--- src/rtl/uart_pkg.sv ---
package uart_pkg;

    localparam logic [2:0] A_DATA   = 3'd0;
    localparam logic [2:0] A_RXERR  = 3'd1;
    localparam logic [2:0] A_FLAGS  = 3'd2;
    localparam logic [2:0] A_ENABLE = 3'd3;
    localparam logic [2:0] A_DIVLO  = 3'd4;
    localparam logic [2:0] A_DIVHI  = 3'd5;
    localparam logic [2:0] A_LINE   = 3'd6;

    localparam int FLAG_BUSY = 3;
    localparam int FLAG_RXE  = 4;
    localparam int FLAG_TXF  = 5;

    typedef struct packed {
        logic [1:0] wlen;
        logic       fifo_en;
        logic       stop2;
        logic       par_even;
        logic       par_en;
        logic       brk;
    } line_cfg_t;

    typedef struct packed {
        logic ovr;
        logic par;
        logic frm;
    } rx_err_t;

    typedef struct packed {
        rx_err_t    err;
        logic [7:0] data;
    } rx_entry_t;

    typedef enum logic [2:0] {
        S_IDLE, S_START, S_DATA, S_PAR, S_STOP
    } frame_st_t;

    function automatic line_cfg_t decode_line(input logic [7:0] v);
        line_cfg_t c;
        c.brk      = v[0];
        c.par_en   = v[1];
        c.par_even = v[2];
        c.stop2    = v[3];
        c.fifo_en  = v[4];
        c.wlen     = v[6:5];
        return c;
    endfunction

    // index of the final data bit for a word-length code
    function automatic logic [2:0] last_bit(input logic [1:0] wl);
        return {1'b0, wl} + 3'd4;
    endfunction

    function automatic logic parity_bit(input logic [7:0] d, input logic [1:0] wl,
                                        input logic even);
        logic p;
        p = ^(d & (8'hFF >> (2'd3 - wl)));
        return even ? p : ~p;
    endfunction

endpackage

--- src/rtl/uart_fifo.sv ---
module uart_fifo #(
    parameter int W     = 8,
    parameter int DEPTH = 16
) (
    input  logic         clk,
    input  logic         rst,
    input  logic         flush,
    input  logic         one_deep,
    input  logic         push,
    input  logic [W-1:0] wdata,
    input  logic         pop,
    output logic [W-1:0] rdata,
    output logic         empty,
    output logic         full
);
    localparam int AW = $clog2(DEPTH);
    localparam int CW = $clog2(DEPTH + 1);

    logic [W-1:0]  mem [DEPTH];
    logic [AW-1:0] rp, wp;
    logic [CW-1:0] cnt;
    logic          do_push, do_pop;

    assign empty   = (cnt == '0);
    assign full    = one_deep ? !empty : (cnt == CW'(DEPTH));
    assign do_push = push && !full;
    assign do_pop  = pop && !empty;
    assign rdata   = mem[rp];

    always_ff @(posedge clk) begin
        if (rst || flush) begin
            rp  <= '0;
            wp  <= '0;
            cnt <= '0;
        end else begin
            if (do_push) wp <= wp + AW'(1);
            if (do_pop)  rp <= rp + AW'(1);
            cnt <= cnt + CW'(do_push) - CW'(do_pop);
        end
    end

    always_ff @(posedge clk) begin
        if (do_push && !flush) mem[wp] <= wdata;
    end

    assert_single_entry_R4: assert property (@(posedge clk) disable iff (rst)
        (one_deep && !flush) |-> (cnt <= CW'(1)));

    assert_last_pop_empties_R6: assert property (@(posedge clk) disable iff (rst)
        (do_pop && !do_push && !flush && cnt == CW'(1)) |=> empty);

endmodule

--- src/rtl/uart_baud.sv ---
module uart_baud #(
    parameter int DW = 12
) (
    input  logic          clk,
    input  logic          rst,
    input  logic          run,
    input  logic          restart,
    input  logic [DW-1:0] div,
    output logic          tick
);
    logic [DW-1:0] cnt;

    assign tick = run && !restart && (cnt >= div);

    always_ff @(posedge clk) begin
        if (rst || !run || restart || tick) cnt <= '0;
        else                                cnt <= cnt + DW'(1);
    end

    assert_tick_spacing_R1: assert property (@(posedge clk) disable iff (rst)
        (tick && div != '0 && $stable(div)) |=> !tick);

endmodule

--- src/rtl/uart_tx.sv ---
module uart_tx import uart_pkg::*; (
    input  logic       clk,
    input  logic       rst,
    input  logic       run,
    input  logic       tick,
    input  logic       brk,
    input  logic       par_en,
    input  logic       par_even,
    input  logic       stop2,
    input  logic [1:0] wlen,
    input  logic       have_data,
    input  logic [7:0] din,
    output logic       pop,
    output logic       busy,
    output logic       txd
);
    frame_st_t  st;
    logic [3:0] sub;
    logic [2:0] bitn;
    logic [7:0] sh;
    logic       pb, second, line;

    assign pop  = run && (st == S_IDLE) && have_data;
    assign busy = (st != S_IDLE);

    always_comb begin
        case (st)
            S_START: line = 1'b0;
            S_DATA:  line = sh[0];
            S_PAR:   line = pb;
            default: line = 1'b1;
        endcase
    end

    always_ff @(posedge clk) begin
        if (rst) txd <= 1'b1;
        else     txd <= !brk && line;
    end

    always_ff @(posedge clk) begin
        if (rst || !run) begin
            st     <= S_IDLE;
            sub    <= '0;
            bitn   <= '0;
            sh     <= '0;
            pb     <= 1'b0;
            second <= 1'b0;
        end else if (pop) begin
            st     <= S_START;
            sub    <= '0;
            bitn   <= '0;
            sh     <= din;
            pb     <= parity_bit(din, wlen, par_even);
            second <= 1'b0;
        end else if (st != S_IDLE && tick) begin
            sub <= sub + 4'd1;
            if (sub == 4'd15) begin
                case (st)
                    S_START: st <= S_DATA;
                    S_DATA: begin
                        sh <= sh >> 1;
                        if (bitn == last_bit(wlen)) st <= par_en ? S_PAR : S_STOP;
                        else                        bitn <= bitn + 3'd1;
                    end
                    S_PAR: st <= S_STOP;
                    S_STOP: begin
                        if (stop2 && !second) second <= 1'b1;
                        else                  st <= S_IDLE;
                    end
                    default: st <= S_IDLE;
                endcase
            end
        end
    end

    assert_break_low_R3: assert property (@(posedge clk) disable iff (rst)
        $past(brk) |-> !txd);

    assert_idle_high_R2: assert property (@(posedge clk) disable iff (rst)
        ($past(st) == S_IDLE && !$past(brk)) |-> txd);

endmodule

--- src/rtl/uart_rx.sv ---
module uart_rx import uart_pkg::*; (
    input  logic       clk,
    input  logic       rst,
    input  logic       run,
    input  logic       tick,
    input  logic       rxd,
    input  logic       par_en,
    input  logic       par_even,
    input  logic [1:0] wlen,
    output logic       restart,
    output logic       valid,
    output logic [7:0] data,
    output logic       frm_err,
    output logic       par_err
);
    frame_st_t  st;
    logic [3:0] sub;
    logic [2:0] bitn;
    logic       s1, s2, s3;
    logic       mid, last;

    assign restart = run && (st == S_IDLE) && s3 && !s2;
    assign mid     = (sub == 4'd7);
    assign last    = (sub == 4'd15);

    always_ff @(posedge clk) begin
        if (rst) begin
            s1 <= 1'b1;
            s2 <= 1'b1;
            s3 <= 1'b1;
        end else begin
            s1 <= rxd;
            s2 <= s1;
            s3 <= s2;
        end
    end

    always_ff @(posedge clk) begin
        if (rst || !run) begin
            st      <= S_IDLE;
            sub     <= '0;
            bitn    <= '0;
            valid   <= 1'b0;
            data    <= '0;
            frm_err <= 1'b0;
            par_err <= 1'b0;
        end else begin
            valid <= 1'b0;
            if (restart) begin
                st      <= S_START;
                sub     <= '0;
                bitn    <= '0;
                data    <= '0;
                frm_err <= 1'b0;
                par_err <= 1'b0;
            end else if (st != S_IDLE && tick) begin
                sub <= sub + 4'd1;
                case (st)
                    S_START: begin
                        if (mid && s2)  st <= S_IDLE;
                        else if (last)  st <= S_DATA;
                    end
                    S_DATA: begin
                        if (mid) data[bitn] <= s2;
                        if (last) begin
                            if (bitn == last_bit(wlen)) st <= par_en ? S_PAR : S_STOP;
                            else                        bitn <= bitn + 3'd1;
                        end
                    end
                    S_PAR: begin
                        if (mid)  par_err <= (s2 != parity_bit(data, wlen, par_even));
                        if (last) st <= S_STOP;
                    end
                    S_STOP: begin
                        if (mid) begin
                            frm_err <= !s2;
                            valid   <= 1'b1;
                            st      <= S_IDLE;
                        end
                    end
                    default: st <= S_IDLE;
                endcase
            end
        end
    end

    assert_single_valid_R6: assert property (@(posedge clk) disable iff (rst)
        valid |=> !valid);

endmodule

--- src/rtl/uart_regport.sv ---
module uart_regport import uart_pkg::*; #(
    parameter int FIFO_DEPTH = 16,
    parameter int DIV_W      = 12
) (
    input  logic        clk,
    input  logic        rst,
    input  logic        bus_sel,
    input  logic        bus_wr,
    input  logic [2:0]  bus_addr,
    input  logic [31:0] bus_wdata,
    output logic [31:0] bus_rdata,
    output logic        tx_o,
    input  logic        rx_i,
    output logic        irq_rx,
    output logic        irq_tx
);
    localparam int HI_W = DIV_W - 8;
    localparam int EW   = $bits(rx_entry_t);

    logic            en_q, ovr_pend;
    logic [7:0]      div_lo, line_q;
    logic [HI_W-1:0] div_hi;
    rx_err_t         err_q;
    line_cfg_t       cfg;
    logic [DIV_W-1:0] div;
    logic            wr, rd;
    logic            unused_wdata_hi;

    logic            txf_push, txf_empty, txf_full, tx_pop, tx_busy, tx_tick;
    logic [7:0]      txf_data;
    logic            rx_restart, rx_tick, rx_valid, rx_frm, rx_par;
    logic [7:0]      rx_data;
    logic            rxf_push, rxf_pop, rxf_empty, rxf_full;
    rx_entry_t       rx_in, rx_head;
    logic [EW-1:0]   rx_head_bits;

    assign cfg             = decode_line(line_q);
    assign div             = {div_hi, div_lo};
    assign wr              = bus_sel && bus_wr;
    assign rd              = bus_sel && !bus_wr;
    assign unused_wdata_hi = ^bus_wdata[31:8];

    assign txf_push = wr && (bus_addr == A_DATA) && en_q;
    assign rxf_pop  = rd && (bus_addr == A_DATA) && !rxf_empty;
    assign rxf_push = rx_valid && !rxf_full;
    assign rx_in    = '{err: '{ovr: ovr_pend, par: rx_par, frm: rx_frm}, data: rx_data};
    assign rx_head  = rx_entry_t'(rx_head_bits);

    assign irq_rx = !rxf_empty;
    assign irq_tx = en_q && !txf_full;

    always_ff @(posedge clk) begin
        if (rst) begin
            en_q     <= 1'b0;
            div_lo   <= '0;
            div_hi   <= '0;
            line_q   <= '0;
            err_q    <= '0;
            ovr_pend <= 1'b0;
        end else begin
            if (wr) begin
                case (bus_addr)
                    A_ENABLE: en_q   <= bus_wdata[0];
                    A_DIVLO:  div_lo <= bus_wdata[7:0];
                    A_DIVHI:  div_hi <= bus_wdata[HI_W-1:0];
                    A_LINE:   line_q <= bus_wdata[7:0];
                    default:  ;
                endcase
            end
            if (rxf_pop) err_q <= rx_head.err;
            if (!en_q)                       ovr_pend <= 1'b0;
            else if (rx_valid && rxf_full)   ovr_pend <= 1'b1;
            else if (rxf_push)               ovr_pend <= 1'b0;
        end
    end

    always_comb begin
        case (bus_addr)
            A_DATA:   bus_rdata = rxf_empty ? 32'd0 : {24'd0, rx_head.data};
            A_RXERR:  bus_rdata = {29'd0, err_q};
            A_FLAGS: begin
                bus_rdata            = '0;
                bus_rdata[FLAG_BUSY] = tx_busy || !txf_empty;
                bus_rdata[FLAG_RXE]  = rxf_empty;
                bus_rdata[FLAG_TXF]  = txf_full;
            end
            A_ENABLE: bus_rdata = {31'd0, en_q};
            A_DIVLO:  bus_rdata = {24'd0, div_lo};
            A_DIVHI:  bus_rdata = {{(32 - HI_W){1'b0}}, div_hi};
            A_LINE:   bus_rdata = {24'd0, line_q};
            default:  bus_rdata = '0;
        endcase
    end

    uart_fifo #(.W(8), .DEPTH(FIFO_DEPTH)) u_txq (
        .clk(clk), .rst(rst), .flush(!en_q), .one_deep(!cfg.fifo_en),
        .push(txf_push), .wdata(bus_wdata[7:0]), .pop(tx_pop),
        .rdata(txf_data), .empty(txf_empty), .full(txf_full)
    );

    uart_fifo #(.W(EW), .DEPTH(FIFO_DEPTH)) u_rxq (
        .clk(clk), .rst(rst), .flush(!en_q), .one_deep(!cfg.fifo_en),
        .push(rxf_push), .wdata(rx_in), .pop(rxf_pop),
        .rdata(rx_head_bits), .empty(rxf_empty), .full(rxf_full)
    );

    uart_baud #(.DW(DIV_W)) u_tx_baud (
        .clk(clk), .rst(rst), .run(en_q), .restart(tx_pop), .div(div), .tick(tx_tick)
    );

    uart_baud #(.DW(DIV_W)) u_rx_baud (
        .clk(clk), .rst(rst), .run(en_q), .restart(rx_restart), .div(div), .tick(rx_tick)
    );

    uart_tx u_tx (
        .clk(clk), .rst(rst), .run(en_q), .tick(tx_tick), .brk(cfg.brk),
        .par_en(cfg.par_en), .par_even(cfg.par_even), .stop2(cfg.stop2), .wlen(cfg.wlen),
        .have_data(!txf_empty), .din(txf_data), .pop(tx_pop), .busy(tx_busy), .txd(tx_o)
    );

    uart_rx u_rx (
        .clk(clk), .rst(rst), .run(en_q), .tick(rx_tick), .rxd(rx_i),
        .par_en(cfg.par_en), .par_even(cfg.par_even), .wlen(cfg.wlen),
        .restart(rx_restart), .valid(rx_valid), .data(rx_data),
        .frm_err(rx_frm), .par_err(rx_par)
    );

    assert_overrun_marks_next_R9: assert property (@(posedge clk) disable iff (rst)
        (rx_valid && rxf_full) |=> (ovr_pend || !en_q));

    assert_parked_queues_empty_R10: assert property (@(posedge clk) disable iff (rst)
        (!en_q && !$past(en_q)) |-> (rxf_empty && txf_empty));

endmodule

--- config.mk ---
export PLATFORM = sky130hd
export DESIGN_NAME = uart_regport
export DESIGN_NICKNAME = d
export VERILOG_FILES = /design/src/rtl/uart_pkg.sv /design/src/rtl/uart_fifo.sv /design/src/rtl/uart_baud.sv /design/src/rtl/uart_tx.sv /design/src/rtl/uart_rx.sv /design/src/rtl/uart_regport.sv
export SDC_FILE = /design/constraint.sdc
export NUM_CORES = 1
export LEC_CHECK = 0
export ABC_AREA = 1
export CORE_MARGIN = 5
export CORE_UTILIZATION = 51
export CTS_CLUSTER_SIZE = 25
export DETAILED_ROUTE_END_ITERATION = 7
export DONT_BUFFER_PORTS = 1
export GPL_ROUTABILITY_DRIVEN = 0
export MAX_ROUTING_LAYER = met4
export PLACE_DENSITY = 0.69
export SYNTH_ARGS = -nofsm -noshare
export SYNTH_HDL_FRONTEND = slang
export SYNTH_SLANG_ARGS = --single-unit
--- constraint.sdc ---
create_clock -name clk -period 2.8 [get_ports clk]
set_clock_uncertainty 0.1 [all_clocks]
set_input_delay 0.56 -clock clk [delete_from_list [all_inputs] [get_ports clk]]
set_output_delay 0.56 -clock clk [all_outputs]
set_load 0.01 [all_outputs]
==> reports/results.tsv <==
metric	value	unit
Final ANT Viol Nets	0	
worst-skew pair later-pin latency	0.56	ns
crit path launch type	register	
DRC Markers	0	
max_cap viols	0	
RSZ-0062 raised after global routing	true	
worst hold slack	0.02878	ns
#FFs+latches synth	432	
top cells by area, synth	edfxtp_1 48%, dfxtp_1 14%, nand2_1 5.6%	
WP data arrival	2.20	ns
Post-Syn Area	0.01897	mm2
DRT Pass-1 Iters	5	
ANT cells	0	
initial drt markers	1086	
post-route cell area	0.02198	mm2
CTS root buf	clkbuf_16	
final hold vios	0	
core region area	0.03670	mm2
worst rel slew slack	49.98	%
violated checks	negative setup slack	
TritonCTS clock tree	done	
total power draw	12.65	mW
FP Rows	70	
WL/cell	18.86	um
Distinct cells, synth	50	
final worst-path cycle share	102.2	%
placed cell area	0.01975	mm2
Ys Warns	0	
global-route wire length before repair	72440	um
crit-path max FO	14	
vias in the first global route	13240	
Yosys top cell area share	48.11	%
DP HPWL	28510	um
Crit Reg-Reg Endpoint	u_rxq.cnt[4]$_SDFF_PP0_	
Final Max Tran Viols	0	
I/O Pins	75	
chip width	202.9	um
status	finished with violations	
Slew @ Worst Pin	0.7478	ns
CTS Sinks	432	
global route overflow	0	
Synth area leader	edfxtp_1	
Die Y	202.9	um
setup violators final	2	
cells after synthesis	1882	
nets	2053	
Seq/Total Area, Yosys	61.62	%
Reg2Reg Depth	16	
Hold Path Class	in2reg	
antenna violations before repair	0	
Initial Util	51.70	%
clk slew on worst S/H paths	0.06	ns
Mapped Avg Cell Area	10.08	um2
CTS Buf Count	42	
FF-to-FF Start	u_rxq.cnt[3]$_SDFF_PP0_	
Req. time, crit path	2.14	ns
# fillers	2918	
Vias	13820	
number of I/O port buffers	0	
Vias/cell	5.619	
CP Class	reg2out	
peak supply drop	517.0	uV
leakage dissipation	7.828	nW
die area	0.04116	mm2
total global-route track usage	22.85	%
fmax	349.4	MHz
final critical-path required period	2.862	ns
Worst Setup EP	bus_rdata[7]	
largest net degree at the start of global routing	56	
Clock Path Buffers	3	
Reg2Reg Setup Slack	0.08	ns
H-tree depth	2	
Worst Setup End Kind	primary output	
Final WS setup	-0.06221	ns
P&R area growth vs syn	15.83	%
share of layout cells above drive strength 1	13.20	%
P per Cell Area	575.7	mW/mm2
Total Wirelength	46410	um
## metal layers
layer	share of wire (%)	global-route usage, %	vias up
met5	0	-	-
met4	3.6	8.244	0
met3	6.9	3.977	127
met2	47	35.95	478
met1	43	30.17	6599
li1	-	-	6618
## synth_stat cells (all sizes together)
library cell  instances
o21ai               181
nand4                13
a2111o                1
a31oi                 6
nor4                  2
and3                  7
edfxtp              304
o21a                  1
nor3b                 8
xor2                 14
ha                   52
xnor2                 6
a21oi               101
or2                   4
o221ai               28
nand2               285
clkinv                1
a21boi                1
o22ai                17
dfxtp               128
inv                 185
nand3               129
conb                  1
nor2                254
o2111ai               2
o211ai               19
clkbuf               37
a32o                  3
a211oi                1
buf                  58
o221a                 1
or3                   1
a221oi                3
fa                    2
nor3                 25
a31o                  1
## final cells by class
| type | count | area, um2 | area share, % |
|---|---|---|---|
| Multi-Input combinational cell | 1192 | 6516 | 29.65 |
| Tap cell | 468 | 585.6 | 2.664 |
| Clock inverter | 22 | 227.7 | 1.036 |
| Inverter | 186 | 718.2 | 3.268 |
| Clock buffer | 55 | 1160 | 5.278 |
| Sequential cell | 432 | 11700 | 53.25 |
| Timing Repair Buffer | 105 | 1067 | 4.856 |
## logic make-up (layout without fill, tap and decap cells)
logic type	Yosys count	in the layout	share of synthesized area, %
other	1	24	0.01976
xor gates and xnor gates	20	20	0.9232
buffers and inverters	281	368	6.489
DFF	432	432	61.62
and+or+nand+nor	728	728	16.40
adders and majority gates	54	54	3.640
AOI/OAI and AO/OA	366	366	10.91
## repair_timing
item	in CTS	in global routing
setup endpoints to repair	8	19
hold buffers	10	0
gates cloned	4	0
resized for setup	80	77
setup buffers	11	7
hold endpoints to repair	118	0
pin swaps	15	41
## critical path: stages (launching register included)
cell and delay (ns):
dfxtp_4 0.39, bufbuf_16 0.30, o21ai_0 0.20, o22ai_1 0.12, o21ai_2 0.23, o22ai_4 0.11
nand2_4 0.10, o211ai_1 0.22
## worst min path at each step
stage,depth (start not counted),to,from,slack (ns)
finish,0,u_txq.mem[10][0]$_DFFE_PP_,bus_wdata[0],0.03
global route,0,u_txq.mem[10][0]$_DFFE_PP_,bus_wdata[0],0.007
CTS,0,u_txq.mem[10][0]$_DFFE_PP_,bus_wdata[0],0.01
detailed placement,1,u_rx.s2$_SDFF_PP1_,u_rx.s1$_SDFF_PP1_,0.30
global placement,1,u_rx.s2$_SDFF_PP1_,u_rx.s1$_SDFF_PP1_,0.30
floorplan,1,u_rx.s2$_SDFF_PP1_,u_rx.s1$_SDFF_PP1_,0.29
## where the power goes
group / internal (mW) / switching, mW
combinational: 0.0413 / 0.119
clock: 3.30 / 2.40
sequential: 6.79 / 0.00658
total: 10.1 / 2.52
## through the flow
stage	worst slack [ns]	utilization [%]	cells	setup TNS (ns)
after floorplan	0.04007	-	1905	0
after global placement	0.1533	53.82	2353	0
after detailed placement	0.06296	53.82	2353	0
after CTS	-0.07355	59.26	2454	-0.3464
after global routing	-0.1367	59.89	2460	-0.5326
final	-0.06221	59.89	2460	-0.1218
## layout by cell type (no fill, tap or decap), drive strengths merged, types with 4 or more instances in the layout
cell type	n
buf	92
dfxtp	128
o221ai	28
nand2	285
edfxtp	304
ha	52
conb	24
o21ai	181
clkinvlp	4
nor2	254
a21oi	101
nand4	13
and3	7
nor3	25
or2	4
bufinv	4
clkinv	14
o211ai	19
o22ai	17
inv	186
nand3	129
xnor2	6
a31oi	6
dlygate4sd3	10
clkbuf	55
xor2	14
nor3b	8
## flip-flops by register name, summed over array words and instances, names as in the netlist, 4 cells and up, named ones only
name,flops
div_hi,4
div_lo,8
line_q,8
u_rx.data,8
u_rx.sub,4
u_rx_baud.cnt,12
u_rxq.cnt,5
u_rxq.mem,176
u_rxq.rp,4
u_rxq.wp,4
u_tx.sh,8
u_tx.sub,4
u_tx_baud.cnt,12
u_txq.cnt,5
u_txq.mem,128
u_txq.rp,4
u_txq.wp,4
(Power assumes the default switching activity.)
